===== config.mk =====
export PLATFORM = sky130hd
export DESIGN_NAME = aic_top
export DESIGN_NICKNAME = d
export VERILOG_FILES = /design/src/rtl/aic_pkg.sv /design/src/rtl/aic_ctrl_reg.sv /design/src/rtl/aic_chg_reg.sv /design/src/rtl/aic_merge.sv /design/src/rtl/aic_signal.sv /design/src/rtl/aic_top.sv
export SDC_FILE = /design/constraint.sdc
export NUM_CORES = 1
export LEC_CHECK = 0
export CORE_ASPECT_RATIO = 1.2
export CORE_UTILIZATION = 30
export DETAILED_ROUTE_END_ITERATION = 8
export DONT_BUFFER_PORTS = 1
export PLACE_DENSITY_LB_ADDON = 0.2
export RECOVER_POWER = 50
export SLEW_MARGIN = 20
export SYNTH_ARGS = -nofsm -noshare
export SYNTH_HDL_FRONTEND = slang
export SYNTH_SLANG_ARGS = --single-unit

===== constraint.sdc =====
create_clock -name clk -period 2.7 [get_ports clk]
set_input_delay 0.405 -clock clk [delete_from_list [all_inputs] [get_ports clk]]
set_output_delay 0.405 -clock clk [all_outputs]
set_load 0.05 [all_outputs]

===== src/rtl/aic_pkg.sv =====
package aic_pkg;
   localparam int          AIC_DATA_W   = 32;
   localparam logic [31:0] AIC_CTRL_MSK = 32'hC000_00FF;
   localparam int          AIC_GIE_BIT  = 31;
   localparam int          AIC_CTL_BIT  = 30;

   typedef enum logic {
      AIC_SEL_CTRL = 1'b0,
      AIC_SEL_CHG  = 1'b1
   } aic_sel_e;
endpackage


===== src/rtl/aic_ctrl_reg.sv =====
module aic_ctrl_reg #(
   parameter int          W    = 32,
   parameter logic [31:0] MASK = 32'hC000_00FF
) (
   input  logic           clk,
   input  logic           rst_n,
   input  logic           wr_en,
   input  logic [W-1:0]   wr_data,
   input  logic [W/8-1:0] wr_be,
   output logic [W-1:0]   ctrl_q
);
   localparam int NBYTES = W / 8;

   if (W % 8 != 0) begin : g_bad_w
      $error("aic_ctrl_reg: W must be a whole number of bytes");
   end

   for (genvar b = 0; b < NBYTES; b++) begin : g_byte
      always_ff @(posedge clk) begin
         if (!rst_n)
            ctrl_q[b*8 +: 8] <= '0;
         else if (wr_en && wr_be[b])
            ctrl_q[b*8 +: 8] <= wr_data[b*8 +: 8] & MASK[b*8 +: 8];
      end
   end

   AST_CTRL_HOLD: assert property (@(posedge clk) disable iff (!rst_n)
      !wr_en |=> $stable(ctrl_q));
endmodule


===== src/rtl/aic_chg_reg.sv =====
module aic_chg_reg #(
   parameter int W = 15
) (
   input  logic                 clk,
   input  logic                 rst_n,
   input  logic [W-1:0]         set_vec,
   input  logic                 wr_en,
   input  logic [W-1:0]         wr_data,
   input  logic [(W+7)/8-1:0]   wr_be,
   output logic [W-1:0]         chg_q
);
   logic [W-1:0] clr_vec;

   if (W > 16) begin : g_bad_w
      $error("aic_chg_reg: state-change width limited to two bytes");
   end

   for (genvar i = 0; i < W; i++) begin : g_clr
      assign clr_vec[i] = wr_en & wr_be[i/8] & wr_data[i];
   end

   always_ff @(posedge clk) begin
      if (!rst_n) chg_q <= '0;
      else        chg_q <= (chg_q & ~clr_vec) | set_vec;
   end

   AST_CHG_CLEARED: assert property (@(posedge clk) disable iff (!rst_n)
      1'b1 |=> ((chg_q & $past(clr_vec & ~set_vec)) == '0));
   AST_CHG_SET_KEPT: assert property (@(posedge clk) disable iff (!rst_n)
      1'b1 |=> ((chg_q & $past(set_vec)) == $past(set_vec)));
endmodule


===== src/rtl/aic_merge.sv =====
module aic_merge #(
   parameter int NUM_STREAMS = 8,
   parameter int CODEC_W     = 15,
   parameter int W           = 32
) (
   input  logic                   ring_irq,
   input  logic                   ring_ovr,
   input  logic [CODEC_W-1:0]     chg,
   input  logic [CODEC_W-1:0]     wake_en,
   input  logic [NUM_STREAMS-1:0] strm_done,
   input  logic [W-1:0]           ctrl,
   output logic [W-1:0]           sts
);
   localparam int CTL_BIT = W - 2;

   if (NUM_STREAMS > W - 2) begin : g_bad_n
      $error("aic_merge: too many streams for the status word");
   end

   logic [W-2:0] low;

   always_comb begin
      low                  = '0;
      low[NUM_STREAMS-1:0] = strm_done;
      low[CTL_BIT]         = ring_irq | ring_ovr | (|(chg & wake_en));
      sts                  = {(|(low & ctrl[W-2:0])), low};
   end
endmodule


===== src/rtl/aic_signal.sv =====
module aic_signal #(
   parameter int W = 32
) (
   input  logic         clk,
   input  logic         rst_n,
   input  logic [W-1:0] sts_comb,
   input  logic         gie,
   input  logic         msg_mode,
   output logic [W-1:0] sts_q,
   output logic         irq_level_q,
   output logic         irq_msg_q
);
   logic cond;
   logic cond_d;

   assign cond = sts_comb[W-1] & gie;

   always_ff @(posedge clk) begin
      if (!rst_n) begin
         sts_q       <= '0;
         cond_d      <= 1'b0;
         irq_level_q <= 1'b0;
         irq_msg_q   <= 1'b0;
      end else begin
         sts_q       <= sts_comb;
         cond_d      <= cond;
         irq_level_q <= cond & ~msg_mode;
         irq_msg_q   <= cond & ~cond_d & msg_mode;
      end
   end

   AST_PULSE_SINGLE: assert property (@(posedge clk) disable iff (!rst_n)
      irq_msg_q |=> !irq_msg_q);
   AST_LEVEL_QUIET_MSG: assert property (@(posedge clk) disable iff (!rst_n)
      $past(msg_mode) |-> !irq_level_q);
   AST_LEVEL_NEEDS_GIE: assert property (@(posedge clk) disable iff (!rst_n)
      irq_level_q |-> (sts_q[W-1] && $past(gie)));
endmodule


===== src/rtl/aic_top.sv =====
module aic_top
   import aic_pkg::*;
#(
   parameter int NUM_STREAMS = 8,
   parameter int CODEC_W     = 15
) (
   input  logic                   clk,
   input  logic                   rst_n,
   input  logic                   ring_irq_i,
   input  logic                   ring_ovr_i,
   input  logic [CODEC_W-1:0]     chg_set_i,
   input  logic [CODEC_W-1:0]     wake_en_i,
   input  logic [NUM_STREAMS-1:0] strm_done_i,
   input  logic                   msg_mode_i,
   input  logic                   wr_en_i,
   input  logic                   wr_sel_i,
   input  logic [31:0]            wr_data_i,
   input  logic [3:0]             wr_be_i,
   output logic [31:0]            ctrl_o,
   output logic [CODEC_W-1:0]     chg_o,
   output logic [31:0]            int_status_o,
   output logic                   irq_level_o,
   output logic                   irq_msg_o
);
   localparam int W         = AIC_DATA_W;
   localparam int CHG_BYTES = (CODEC_W + 7) / 8;

   logic         wr_ctrl;
   logic         wr_chg;
   logic [W-1:0] sts_comb;

   assign wr_ctrl = wr_en_i & (aic_sel_e'(wr_sel_i) == AIC_SEL_CTRL);
   assign wr_chg  = wr_en_i & (aic_sel_e'(wr_sel_i) == AIC_SEL_CHG);

   aic_ctrl_reg #(.W(W), .MASK(AIC_CTRL_MSK)) i_ctrl (
      .clk(clk), .rst_n(rst_n), .wr_en(wr_ctrl),
      .wr_data(wr_data_i), .wr_be(wr_be_i), .ctrl_q(ctrl_o));

   aic_chg_reg #(.W(CODEC_W)) i_chg (
      .clk(clk), .rst_n(rst_n), .set_vec(chg_set_i), .wr_en(wr_chg),
      .wr_data(wr_data_i[CODEC_W-1:0]), .wr_be(wr_be_i[CHG_BYTES-1:0]),
      .chg_q(chg_o));

   aic_merge #(.NUM_STREAMS(NUM_STREAMS), .CODEC_W(CODEC_W), .W(W)) i_merge (
      .ring_irq(ring_irq_i), .ring_ovr(ring_ovr_i), .chg(chg_o),
      .wake_en(wake_en_i), .strm_done(strm_done_i), .ctrl(ctrl_o),
      .sts(sts_comb));

   aic_signal #(.W(W)) i_sig (
      .clk(clk), .rst_n(rst_n), .sts_comb(sts_comb),
      .gie(ctrl_o[AIC_GIE_BIT]), .msg_mode(msg_mode_i),
      .sts_q(int_status_o), .irq_level_q(irq_level_o), .irq_msg_q(irq_msg_o));

   AST_STS_GLOBAL: assert property (@(posedge clk) disable iff (!rst_n)
      (|(sts_comb[W-2:0] & ctrl_o[W-2:0])) |=> int_status_o[W-1]);
   AST_CTL_SRC: assert property (@(posedge clk) disable iff (!rst_n)
      (ring_irq_i || ring_ovr_i) |=> int_status_o[AIC_CTL_BIT]);
endmodule


==> flow_summary.yaml <==
outcome:
  status: "finished, final reports clean"
power_and_ir_drop:
  pwr-share-seq: 0.544
  powerDensity_mw_per_mm2: 767.5
  clkPwrFrac: 0.304
  switching_share: 0.3751
  power.total_mw: 1.320
  leakagePower_nw: 0.6865
  comb_power_share: 0.152
  p_sw_mw: 0.4953
  power.internal_mw: 0.8251
  peakVddDrop_uv: 172.7
floorplan:
  ioPinCount: 162
  dieHeight_um: 85.77
  rows: 30
  start_util: 0.3116
  design.core.area_mm2: 0.005630
  dieArea_mm2: 0.006158
  dieWidth_um: 71.81
clock_tree:
  cts_resized: 0
  postCtsSetupBuffers: 0
  clock-sinks: 38
  cts_tree: "done"
  ctsHoldBuffers: 0
  root_buffer: "clkbuf_8"
  cts_max_path_buffers: 2
  worstSkewPairLatency_ns: 0.28
  htreeDepth: 2
  numCtsBuffers: 5
  clk_pin_slew_ns: 0.07
critical_path:
  crit_required_ns: 2.86
  cp-start-kind: "flop"
  cp.arrival_ns: 1.76
  slowest_delay_ns: 0.50
  crit_fanout: 5
  critPathCaptureType: "flop"
  cpMaxStageDelayCell: "dfxtp_1"
  critPathKind: "flop to flop"
  crit_chain: "a22oi_1, nand4_1, nor3_4, o22ai_1"
route:
  drc_errors: 0
  wire_per_inst_um: 14.36
  firstDrtPassIters: 4
  avgViaCountPerCell: 4.639
  routed-via-count: 1271
  ant_nets: 0
  dr.first_iter.drc_count: 27
  routed_wl_mm: 3.935
global_route:
  grt_pass1_vias: 1127
  track_usage: 0.1250
  grt_max_degree: 28
  grt_pass1_wl_mm: 5.685
  gr-total-overflow: 0
  antenna_found_initial: 0
sta:
  fin_hold_ws_ns: 0.2360
  max_freq_mhz: 624.2
  skew_ns: 0.002259
  rsz0062_at_grt: "no"
  hold_viol: 0
  tightest_slew_ns: 0.6821
  slew_viol_final: 0
  post-route-period-util: 0.5934
  timing.slew.headroom: 0.5446
  finalCriticalPeriod_ns: 1.602
  fin_tns_setup_ns: 0
  setup_viol: 0
layout:
  nets: 290
  area_growth_syn_to_layout_pct: -1.926
  drive_above_1_share: 0.05238
  postLayoutCoreUtil: 0.3056
  stdcell_count: 274
  antenna_cells: 0
yosys:
  synth_cells: 210
  yosysWarningCount: 0
  synth_top_family_by_area: "buffers and inverters"
  synth_area_mm2: 0.001754
  yosys.area_share.simple: 0.2083
  synth.avg_cell_area_um2: 8.353
  synth_cell_types: 22
  ys_seq_area_frac: 0.4337
  synth-compound-area-share: 0.1427
  muxShareOfSynthArea: 0
  ys_ff_latch: 38
  synthAdderAreaFrac: 0
  synth_xor_area_frac: 0
min_path:
  hold_path.class: "primary input to flop"
placed_design:
  port_buffers: 0
  dp_hpwl_mm: 3.170
  routabilityCongestion: 0.7242
  placed_cells_incl_taps: 266
flow_run:
  cap_violations: 0
-- Yosys cell counts --
cell type	number	share of area
a211oi_2	1	0.0071
a21oi_1	25	0.071
a22oi_1	10	0.043
a22oi_2	1	0.0071
and2_1	8	0.029
and3_1	2	0.0071
and4_1	1	0.0050
buf_2	2	0.0057
buf_4	46	0.20
clkbuf_1	4	0.0086
conb_1	1	0.0021
dfxtp_1	38	0.43
inv_2	1	0.0021
nand2_1	31	0.066
nand3_1	12	0.034
nand3b_1	1	0.0043
nand4_1	2	0.0071
nand4b_1	1	0.0050
nor2_1	16	0.034
nor2b_1	2	0.0071
nor3_4	1	0.0093
o22ai_1	4	0.014
-- cells in the final DEF (no fill, tap or decap), drive strengths merged --
cell    Yosys  final
nand3      12     12
a22oi      11     11
inv         1      1
clkinv      0      1
nor3        1      1
nand3b      1      1
nand2      31     31
a21oi      25     25
and3        2      2
dfxtp      38     38
nor2       16     16
clkbuf      4      8
conb        1     44
and4        1      1
and2        8      8
nand4b      1      1
a211oi      1      1
nor2b       2      2
o22ai       4      4
nand4       2      2
-- power groups by stage --
stage | Combinational, mW | Clock, mW | Sequential [mW]
3_3_place_gp | 0.202 | 0 | 0.732
2_1_floorplan | 0.244 | 0 | 0.723
6_report | 0.200 | 0.402 | 0.719
3_5_place_dp | 0.203 | 0 | 0.732
5_1_grt | 0.215 | 0.445 | 0.722
4_1_cts | 0.203 | 0.422 | 0.719
-- through the flow --
| step | setup slack, ns | instance area [µm²] |
|---|---|---|
| floorplan | 1.364 | 1916 |
| CTS | 1.031 | 1724 |
| global route | 0.9640 | 1720 |
| finish | 1.098 | 1720 |
| global placement | 1.040 | 1633 |
| detailed placement | 1.042 | 1633 |
-- registers in the layout, summed over array words and instances (netlist names) --
signal             count
i_sig.irq_level_q      1
i_sig.cond_d           1
i_sig.sts_q           10
i_sig.irq_msg_q        1
i_ctrl.ctrl_q         10
i_chg.chg_q           15
-- area by class of cell --
| type | count | area, µm² |
|---|---|---|
| multi-input combinational | 162 | 780.7 |
| tap | 64 | 80.08 |
| timing repair buffer | 1 | 3.754 |
| clock buffer | 7 | 86.33 |
| inverter | 1 | 3.754 |
| fill | 606 | 3910 |
| sequential | 38 | 760.7 |
| clock inverter | 1 | 5.005 |
-- logic make-up after synthesis --
logic type / count (synthesis)
simple gates: 77
buf+inv: 53
compound gates: 41
other cells: 1
flops: 38
-- worst paths after layout --
| path | start | to | slack (ns) | cells past startpoint |
|---|---|---|---|---|
| max reg2reg | i_chg.chg_q[10] | i_sig.sts_q[31] | 1.10 | 4 |
| min | strm_done_i[7] | i_sig.sts_q[7] | 0.24 | 1 |
| min reg2reg | i_sig.cond_d | i_sig.irq_msg_q | 0.54 | 3 |
| max | i_chg.chg_q[10] | i_sig.sts_q[31] | 1.10 | 4 |
-- worst max-delay path, delay by kind of cell, from the launching register on --
| kind | cells | cell delay, ns |
|---|---|---|
| and+or+nand+nor | 2 | 0.53 |
| DFF | 1 | 0.50 |
| AOI/OAI and AO/OA | 2 | 0.45 |
-- metal layers --
layer  track usage  routed length [µm]  part of all wire
met5             0                   0                 0
met3       0.05288                 383             0.097
met4       0.03743                  51             0.013
met2        0.2384                2105              0.53
met1        0.1199                1394              0.35
(Power assumes the default switching activity.)
